### src/rtl/rtr_flit_rx_pkg.sv
package rtr_flit_rx_pkg;

  // Handshake phases of the receiving side of the link.
  typedef enum logic [1:0] {
    PH_OPEN  = 2'd0,  // flag high, waiting for put
    PH_HOLD  = 2'd1,  // flit taken, waiting for put to drop
    PH_STALL = 2'd2   // put dropped but no slot free
  } link_phase_e;

  localparam int unsigned FLIT_W_DEF = 34;
  localparam int unsigned DEPTH_DEF  = 4;

endpackage

### src/rtl/rtr_flit_ring.sv
module rtr_flit_ring #(
  parameter int unsigned FLIT_W = 34,
  parameter int unsigned DEPTH  = 4,
  localparam int unsigned IDX_W = $clog2(DEPTH),
  localparam int unsigned PTR_W = IDX_W + 1
) (
  input  logic              clk,
  input  logic              rst,
  input  logic              wr_en,
  input  logic [FLIT_W-1:0] wr_data,
  input  logic              rd_en,
  output logic [FLIT_W-1:0] head,
  output logic              full,
  output logic              empty,
  output logic [PTR_W-1:0]  occ
);

  // Pointer arithmetic kept in functions so the wrap rule sits in one place.
  function automatic logic [PTR_W-1:0] ptr_step(input logic [PTR_W-1:0] p);
    return p + PTR_W'(1);
  endfunction

  function automatic logic [PTR_W-1:0] fill_level(input logic [PTR_W-1:0] w,
                                                  input logic [PTR_W-1:0] r);
    return w - r;
  endfunction

  logic [PTR_W-1:0]  wp, rp;
  logic [FLIT_W-1:0] slot [DEPTH];

  always_ff @(posedge clk) begin
    if (rst) begin
      wp <= '0;
      rp <= '0;
    end else begin
      if (wr_en) wp <= ptr_step(wp);
      if (rd_en) rp <= ptr_step(rp);
    end
  end

  for (genvar g = 0; g < DEPTH; g++) begin : g_slot
    always_ff @(posedge clk) begin
      if (wr_en && (wp[IDX_W-1:0] == IDX_W'(g))) slot[g] <= wr_data;
    end
  end

  assign occ   = fill_level(wp, rp);
  assign full  = (occ == PTR_W'(DEPTH));
  assign empty = (occ == '0);
  assign head  = slot[rp[IDX_W-1:0]];

endmodule

### src/rtl/rtr_link_ctrl.sv
module rtr_link_ctrl
  import rtr_flit_rx_pkg::*;
(
  input  logic clk,
  input  logic rst,
  input  logic put_i,
  input  logic full,
  input  logic pop,
  output logic rdy_o,
  output logic wr_fire
);

  link_phase_e phase, phase_nx;
  logic        slot_free;

  // A pop at this edge frees a slot even if the store is full now.
  assign slot_free = !full || pop;
  assign wr_fire   = (phase == PH_OPEN) && put_i;
  assign rdy_o     = (phase == PH_OPEN);

  always_comb begin
    phase_nx = phase;
    unique case (phase)
      PH_OPEN:  if (put_i) phase_nx = PH_HOLD;
      PH_HOLD:  if (!put_i) phase_nx = slot_free ? PH_OPEN : PH_STALL;
      PH_STALL: if (!put_i && slot_free) phase_nx = PH_OPEN;
      default:  phase_nx = PH_OPEN;
    endcase
  end

  always_ff @(posedge clk) begin
    if (rst) phase <= PH_OPEN;
    else     phase <= phase_nx;
  end

endmodule

### src/rtl/rtr_flit_rx.sv
module rtr_flit_rx #(
  parameter int unsigned FLIT_W = rtr_flit_rx_pkg::FLIT_W_DEF,
  parameter int unsigned DEPTH  = rtr_flit_rx_pkg::DEPTH_DEF,
  localparam int unsigned OCC_W = $clog2(DEPTH) + 1
) (
  input  logic              clk,
  input  logic              rst,
  input  logic              put_i,
  input  logic [FLIT_W-1:0] flit_i,
  output logic              rdy_o,
  input  logic              get_i,
  output logic              valid_o,
  output logic [FLIT_W-1:0] flit_o
);

  // Named internal events, also observed by the bound checker.
  logic             wr_fire;
  logic             rd_fire;
  logic             full;
  logic             empty;
  logic [OCC_W-1:0] occ;

  assign rd_fire = get_i && !empty;
  assign valid_o = !empty;

  rtr_link_ctrl u_ctrl (
    .clk     (clk),
    .rst     (rst),
    .put_i   (put_i),
    .full    (full),
    .pop     (rd_fire),
    .rdy_o   (rdy_o),
    .wr_fire (wr_fire)
  );

  rtr_flit_ring #(
    .FLIT_W (FLIT_W),
    .DEPTH  (DEPTH)
  ) u_ring (
    .clk     (clk),
    .rst     (rst),
    .wr_en   (wr_fire),
    .wr_data (flit_i),
    .rd_en   (rd_fire),
    .head    (flit_o),
    .full    (full),
    .empty   (empty),
    .occ     (occ)
  );

endmodule

### config.mk
export PLATFORM = sky130hd
export DESIGN_NAME = rtr_flit_rx
export DESIGN_NICKNAME = d
export VERILOG_FILES = /design/src/rtl/rtr_flit_rx_pkg.sv /design/src/rtl/rtr_flit_ring.sv /design/src/rtl/rtr_link_ctrl.sv /design/src/rtl/rtr_flit_rx.sv
export SDC_FILE = /design/constraint.sdc
export NUM_CORES = 1
export LEC_CHECK = 0
export BUFFER_PORTS_ARGS = -buffer_cell sky130_fd_sc_hd__buf_2
export CAP_MARGIN = 20
export CORE_UTILIZATION = 55
export DETAILED_ROUTE_END_ITERATION = 10
export PLACE_DENSITY_LB_ADDON = 0.25
export SYNTH_ARGS = -nofsm -noshare
export SYNTH_HDL_FRONTEND = slang
export SYNTH_HIERARCHICAL = 1
export SYNTH_SLANG_ARGS = --single-unit
### constraint.sdc
create_clock -name clk -period 2.7 [get_ports clk]
set_input_delay 0.135 -clock clk [delete_from_list [all_inputs] [get_ports clk]]
set_output_delay 0.135 -clock clk [all_outputs]
set_load 0.01 [all_outputs]
==> results.sh, run 1 <==
export IMPL_multi_input_area_sq_mm=0.00110
export IMPL_r2r_start="u_ring/wp[0]"
export IMPL_ys_top_cells_by_count="edfxtp_1 (136), mux4_2 (30), dfxtp_1 (10)"
export IMPL_n_antenna_cell=0
export IMPL_avgSynthCellArea_sq_um=23.5
export IMPL_min_to="u_ring/rp[2]"
export IMPL_gp_congestion=0.732
export IMPL_ys_types=26
export IMPL_comb_power_share_pct=19.6
export IMPL_synth_most_common_cell="edfxtp_1"
export IMPL_die_area_sq_mm=0.0104
export IMPL_hold_violations=0
export IMPL_nets=410
export IMPL_dp_cells=442
export IMPL_max_freq_mhz=421
export IMPL_timing_rr_end="u_ctrl/phase[1]"
export IMPL_reg2regPathDepth=9
export IMPL_antenna_left=0
export IMPL_yosys_area_top_type="edfxtp_1"
export IMPL_drt_iter0_markers=115
export IMPL_slew_viol_final=0
export IMPL_period_share_pct=88.0
export IMPL_vias=2687
export IMPL_crit_type="flip-flop to output pin"
export IMPL_clockRootBuffer="clkbuf_8"
export IMPL_pin_count=74
export IMPL_dp_hpwl_mm=5.68
export IMPL_synth_top_area_share_pct=74.4
export IMPL_path_clk_slew_ns=0.06
export IMPL_cp_max_fo=14
export IMPL_grt_usage_pct=19.4
export IMPL_rsz0062_at_grt="false"
export IMPL_p_int_uw=4440
export IMPL_static_leakage_power_uw=0.00245
export IMPL_num_rows=36
export IMPL_seq_power_share_pct=45.3
export IMPL_powerDensity_mw_per_mm2=853
export IMPL_wirelength_mm=9.14
export IMPL_grt_pass1_vias=2737
export IMPL_h_tree_depth=4
export IMPL_ys_seq_elements=146
export IMPL_instances_no_fill=511
export IMPL_chipHeight_um=102
export IMPL_min_period_ns=2.38
export IMPL_clockBufferDepth=2
export IMPL_tritoncts="built"
export IMPL_grt_overflow=0
export IMPL_setup_viol=0
export IMPL_slew_limit_headroom_pct=65.9
export IMPL_wl_per_cell_um=17.9
export IMPL_postSynth_asyncResetShare_pct=0
export IMPL_portBuffers=73
export IMPL_peakVddDrop_mv=0.660
export IMPL_start_util_pct=56.4
export IMPL_clock_latency_ns=0.51
export IMPL_netlist_instances=234
export IMPL_die_w_um=102
export IMPL_clkPwrFrac_pct=35.1
export IMPL_ctsResizeCount=0
export IMPL_syn_to_final_growth_pct=26.7
export IMPL_tns_ns=0
export IMPL_sw_frac_of_total_pct=25.2
export IMPL_yosysWarnings=6
export IMPL_syn_cell_area_sq_mm=0.00549
export IMPL_min_path_cells=4
export IMPL_crit_arrival_ns=2.24
export IMPL_crit_path_start_kind="flip-flop"
export IMPL_numCtsBuffers=17
export IMPL_hold_start="get_i"
export IMPL_synth_edf_count=136
export IMPL_grt_max_degree=19
export IMPL_synthTopCellsByArea="edfxtp_1 (74%), mux4_2 (12%), dfxtp_1 (3.6%)"
export IMPL_ys_flop_type="edfxtp_1"
export IMPL_cts_setup_buffers=0
export IMPL_switching_power_uw=1500
export IMPL_required_ns=2.57
export IMPL_synth_nets=279
export IMPL_grt_pass1_wl_mm=14.1
export IMPL_skew_ns=0.00748
export IMPL_drt_vias_per_instance=5.26
export IMPL_grt_antenna_before_repair=0
export IMPL_endpoint_kind="output pin"
export IMPL_r2r_slack_ns=0.57
export IMPL_dr_pass1_iters=5
export IMPL_drc_errors=0
export IMPL_clock_sinks=146
export IMPL_hold_class="input pin to flip-flop"
export IMPL_seq_area_frac_synth_pct=78.0
export IMPL_max_cap_violations=0
export IMPL_status="finished, final reports clean"
export IMPL_regArea_sq_mm=0.00429
export IMPL_core_area_sq_mm=0.00973
export IMPL_layout_drive_gt1_share_pct=40.5
export IMPL_nFillCells=619
export IMPL_worst_slew_pin_slew_ns=0.511
[sequential cells by signal (all words and copies together), names as in the netlist, named ones only]
signal        count
u_ring/slot     136
u_ctrl/phase      2
u_ring/wp         3
u_ring/rp         3
[per-layer routing]
layer / track usage, % / vias to the layer above / part of all wire, %
met3: 5.54 / 6 / 4.8
met2: 30.9 / 79 / 52
met1: 25.7 / 1370 / 43
li1: - / 1232 / -
met4: 7.25 / 0 / 0.85
met5: 0 / - / 0
[power groups by stage]
stage | clock network, uW | registers (uW) | logic, uW
final | 2080 | 2690 | 1160
after global routing | 2210 | 2710 | 1270
after CTS | 2130 | 2700 | 1180
after detailed placement | 0 | 2750 | 1140
after global placement | 0 | 2740 | 1130
after floorplan | 0 | 2670 | 863
[through the flow]
step	setup WS [ns]	utilization (%)	instance area [sq um]	power (uW)	hold slack, ns
floorplan	0.652	-	5490	3530	0.204
global placement	0.635	62.3	6060	3870	0.345
detailed placement	0.575	62.3	6060	3880	0.349
CTS	0.248	71.5	6960	6010	0.0953
global route	0.180	71.5	6960	6190	0.140
finish	0.324	71.5	6960	5940	0.117
[area by class of cell]
| cell class | instances | share of cell area [%] |
|---|---|---|
| clock inverter | 14 | 1.65 |
| inverter | 5 | 0.270 |
| tap | 133 | 2.39 |
| clock buffer | 18 | 6.00 |
| sequential | 146 | 61.6 |
| timing repair buffer | 121 | 12.3 |
| multi-input combinational | 74 | 15.8 |
[worst max-delay path, stage by stage, from the launching register on]
cell and delay [ns]:
dfxtp_2 0.65, buf_4 0.35, mux4_2 0.55, buf_2 0.16
[cells in the final DEF (no fill, tap or decap), types with 5 or more instances in the layout]
| master | count |
|---|---|
| dfxtp_1 | 8 |
| nor2_1 | 9 |
| buf_2 | 73 |
| ha_1 | 6 |
| buf_4 | 8 |
| clkinv_2 | 5 |
| clkbuf_16 | 16 |
| edfxtp_1 | 136 |
| dlygate4sd3_1 | 37 |
| inv_1 | 5 |
| mux4_2 | 30 |
[kinds of logic after synthesis]
group / Yosys count / synth area share (%)
fa+ha+maj: 7 / 1.73
compound gates: 6 / 0.729
buf+inv: 14 / 2.05
xor+xnor: 3 / 0.752
flops: 146 / 78.0
mux: 36 / 14.6
simple gates: 22 / 2.14
[how the worst max path moves through the flow]
| stage | slack [ns] | end | from |
|---|---|---|---|
| 2_1_floorplan | 0.65 | u_ring/slot[3][0] | u_ctrl/phase[1] |
| 3_3_place_gp | 0.64 | flip-flop | u_ring/wp[0] |
| 3_5_place_dp | 0.57 | u_ctrl/phase[1] | u_ring/wp[0] |
| 4_1_cts | 0.25 | flit_o[14] | flip-flop |
| 5_1_grt | 0.18 | flit_o[14] | flip-flop |
| 6_report | 0.32 | flit_o[14] | flip-flop |
[what timing repair did]
item | 4_1_cts | 5_1_grt
endpoints found under the setup margin | 0 | 0
hold buffers | 37 | 0
hold endpoints to repair | 146 | 0
Power figures use the tool's default switching activity.
==> inputs of run 2 (changes only) <==
--- a/config.mk
+++ b/config.mk
@@ -5,8 +5,9 @@
 export SDC_FILE = /design/constraint.sdc
 export NUM_CORES = 1
 export LEC_CHECK = 0
-export BUFFER_PORTS_ARGS = -buffer_cell sky130_fd_sc_hd__buf_2
+export BUFFER_PORTS_ARGS = -buffer_cell sky130_fd_sc_hd__buf_4
 export CAP_MARGIN = 20
+export CORE_MARGIN = 4
 export CORE_UTILIZATION = 55
 export DETAILED_ROUTE_END_ITERATION = 10
 export PLACE_DENSITY_LB_ADDON = 0.25
==> run 2 against run 1 <==
  * Design area grew 3.6%
  * Total power grew 7.7%
  * Sequential power is essentially flat
  * Non-clock buffer count shrank 4
  * Combinational power grew 11%
  * Flip-flop and latch count is the same
  * Final cell count shrank 0.78%
  * Critical path depth grew 4
  * Largest cell class unchanged
  * Largest power group unchanged
==> results.sh, run 2 (synthesized netlist as in run 1, its figures left out) <==
export IMPL_wl_met1_mm=4.08
export IMPL_nFillCells=580
export IMPL_crit_type="flip-flop to output pin"
export IMPL_layout_commonest_cell="edfxtp_1"
export IMPL_clock_latency_ns=0.53
export IMPL_slew_viol_final=0
export IMPL_powerDensity_mw_per_mm2=888
export IMPL_routed_top_layer="met4"
export IMPL_cts_hold_buf=36
export IMPL_peakVddDrop_mv=0.603
export IMPL_grt_overflow=0
export IMPL_ctsResizeCount=0
export IMPL_clock_sinks=146
export IMPL_path_clk_slew_ns=0.06
export IMPL_rsz0062_at_grt="false"
export IMPL_cp_max_fo=4
export IMPL_portBuffers=73
export IMPL_required_ns=2.57
export IMPL_nets=406
export IMPL_period_share_pct=89.7
export IMPL_drt_iter0_markers=108
export IMPL_layout_drive_gt1_share_pct=40.4
export IMPL_chipHeight_um=108
export IMPL_grt_max_degree=26
export IMPL_tns_ns=0
export IMPL_die_area_sq_mm=0.0116
export IMPL_met2_length_mm=4.74
export IMPL_n_antenna_cell=0
export IMPL_utilization_pct=74.1
export IMPL_drc_errors=0
export IMPL_die_w_um=108
export IMPL_static_leakage_power_uw=0.00254
export IMPL_p_total_uw=6400
export IMPL_h_tree_depth=4
export IMPL_instances_no_fill=507
export IMPL_tritoncts="built"
export IMPL_grt_antenna_before_repair=0
export IMPL_min_period_ns=2.42
export IMPL_status="finished, final reports clean"
export IMPL_grt_pass1_wl_mm=15.1
export IMPL_endpoint_kind="output pin"
export IMPL_clockBufferDepth=2
export IMPL_largest_register_ffs=136
export IMPL_wirelength_mm=9.48
export IMPL_pin_count=74
export IMPL_cts_setup_buffers=0
export IMPL_clockRootBuffer="clkbuf_8"
export IMPL_hold_violations=0
export IMPL_drt_vias_per_instance=5.24
export IMPL_slew_limit_headroom_pct=65.4
export IMPL_start_util_pct=56.4
export IMPL_setup_viol=0
export IMPL_crit_path_start_kind="flip-flop"
export IMPL_r2r_slack_ns=0.52
export IMPL_gp_congestion=0.703
export IMPL_max_freq_mhz=413
export IMPL_num_rows=36
export IMPL_max_cap_violations=0
export IMPL_max_flop_register="u_ring/slot"
export IMPL_skew_ns=0.00664
export IMPL_dr_pass1_iters=4
export IMPL_dp_cells=439
export IMPL_syn_to_final_growth_pct=31.3
export IMPL_crit_arrival_ns=2.29
export IMPL_reg_top3="u_ring/slot: 136 flops, u_ring/rp: 3 flops, u_ring/wp: 3 flops"
export IMPL_antenna_left=0
export IMPL_wl_per_cell_um=18.7
export IMPL_core_area_sq_mm=0.00973
export IMPL_layout_common_cells="edfxtp_1 (136), buf_4 (77), dlygate4sd3_1 (36)"
export IMPL_hold_class="input pin to flip-flop"
export IMPL_numCtsBuffers=17
export IMPL_grt_usage_pct=18.3
export IMPL_worst_slew_pin_slew_ns=0.516
export IMPL_grt_pass1_vias=2843
export IMPL_dp_hpwl_mm=5.62
export IMPL_wl_met3_um=529
export IMPL_vias=2659
[run 2: cell types whose count changed in the layout (fill, tap and decap cells not counted), sizes merged]
cell	change
clkbuf	-1
clkinvlp	-3
dlygate4sd3	-1
buf	-3
inv	+2
clkinv	-1
bufinv	+3
[run 2: path summary, 6_finish.rpt]
path                                 startpoint               to  cells after the start
worst max register to register     u_ring/wp[0]  u_ctrl/phase[1]                      9
worst min register to register  u_ctrl/phase[0]  u_ctrl/phase[1]                      2
worst min-delay path                      get_i     u_ring/rp[2]                      4
worst max-delay path               u_ring/wp[0]          valid_o                      7
[run 2: worst max-delay path: stages, from the launching register on]
cell and delay [ns]:
dfxtp_1 0.41, inv_1 0.10, ha_1 0.22, fa_1 0.51, inv_1 0.05, nor3_1 0.25, inv_1 0.08, buf_4 0.15
[run 2: layout make-up]
type                    instances  area, sq um  area share, %
inverters                       5         18.8          0.260
clock buffers                  17          414           5.74
multi-input cells              74         1100           15.3
well taps                     133          166           2.31
repair buffers                117         1020           14.1
clock inverters                15          205           2.85
flip-flops and latches        146         4290           59.5
[run 2: per-layer routing]
layer  vias to the layer above  global-route usage [%]
met5                         -                       0
met4                         0                    5.50
met3                        14                    8.28
met2                        71                    29.1
met1                      1351                    22.7
li1                       1223                       -
[run 2: report_power, final]
group | switching, uW | internal (uW)
Clock | 906 | 1510
Combinational | 547 | 743
Sequential | 93.9 | 2600
Total | 1550 | 4850
[run 2: through the flow]
step	hold WS [ns]	instance area [sq um]	setup WS [ns]
final	0.115	7210	0.279
after global routing	0.133	7210	0.136
after CTS	0.0835	7210	0.215
after detailed placement	0.339	6230	0.543
after global placement	0.334	6230	0.642
after floorplan	0.204	5490	0.652
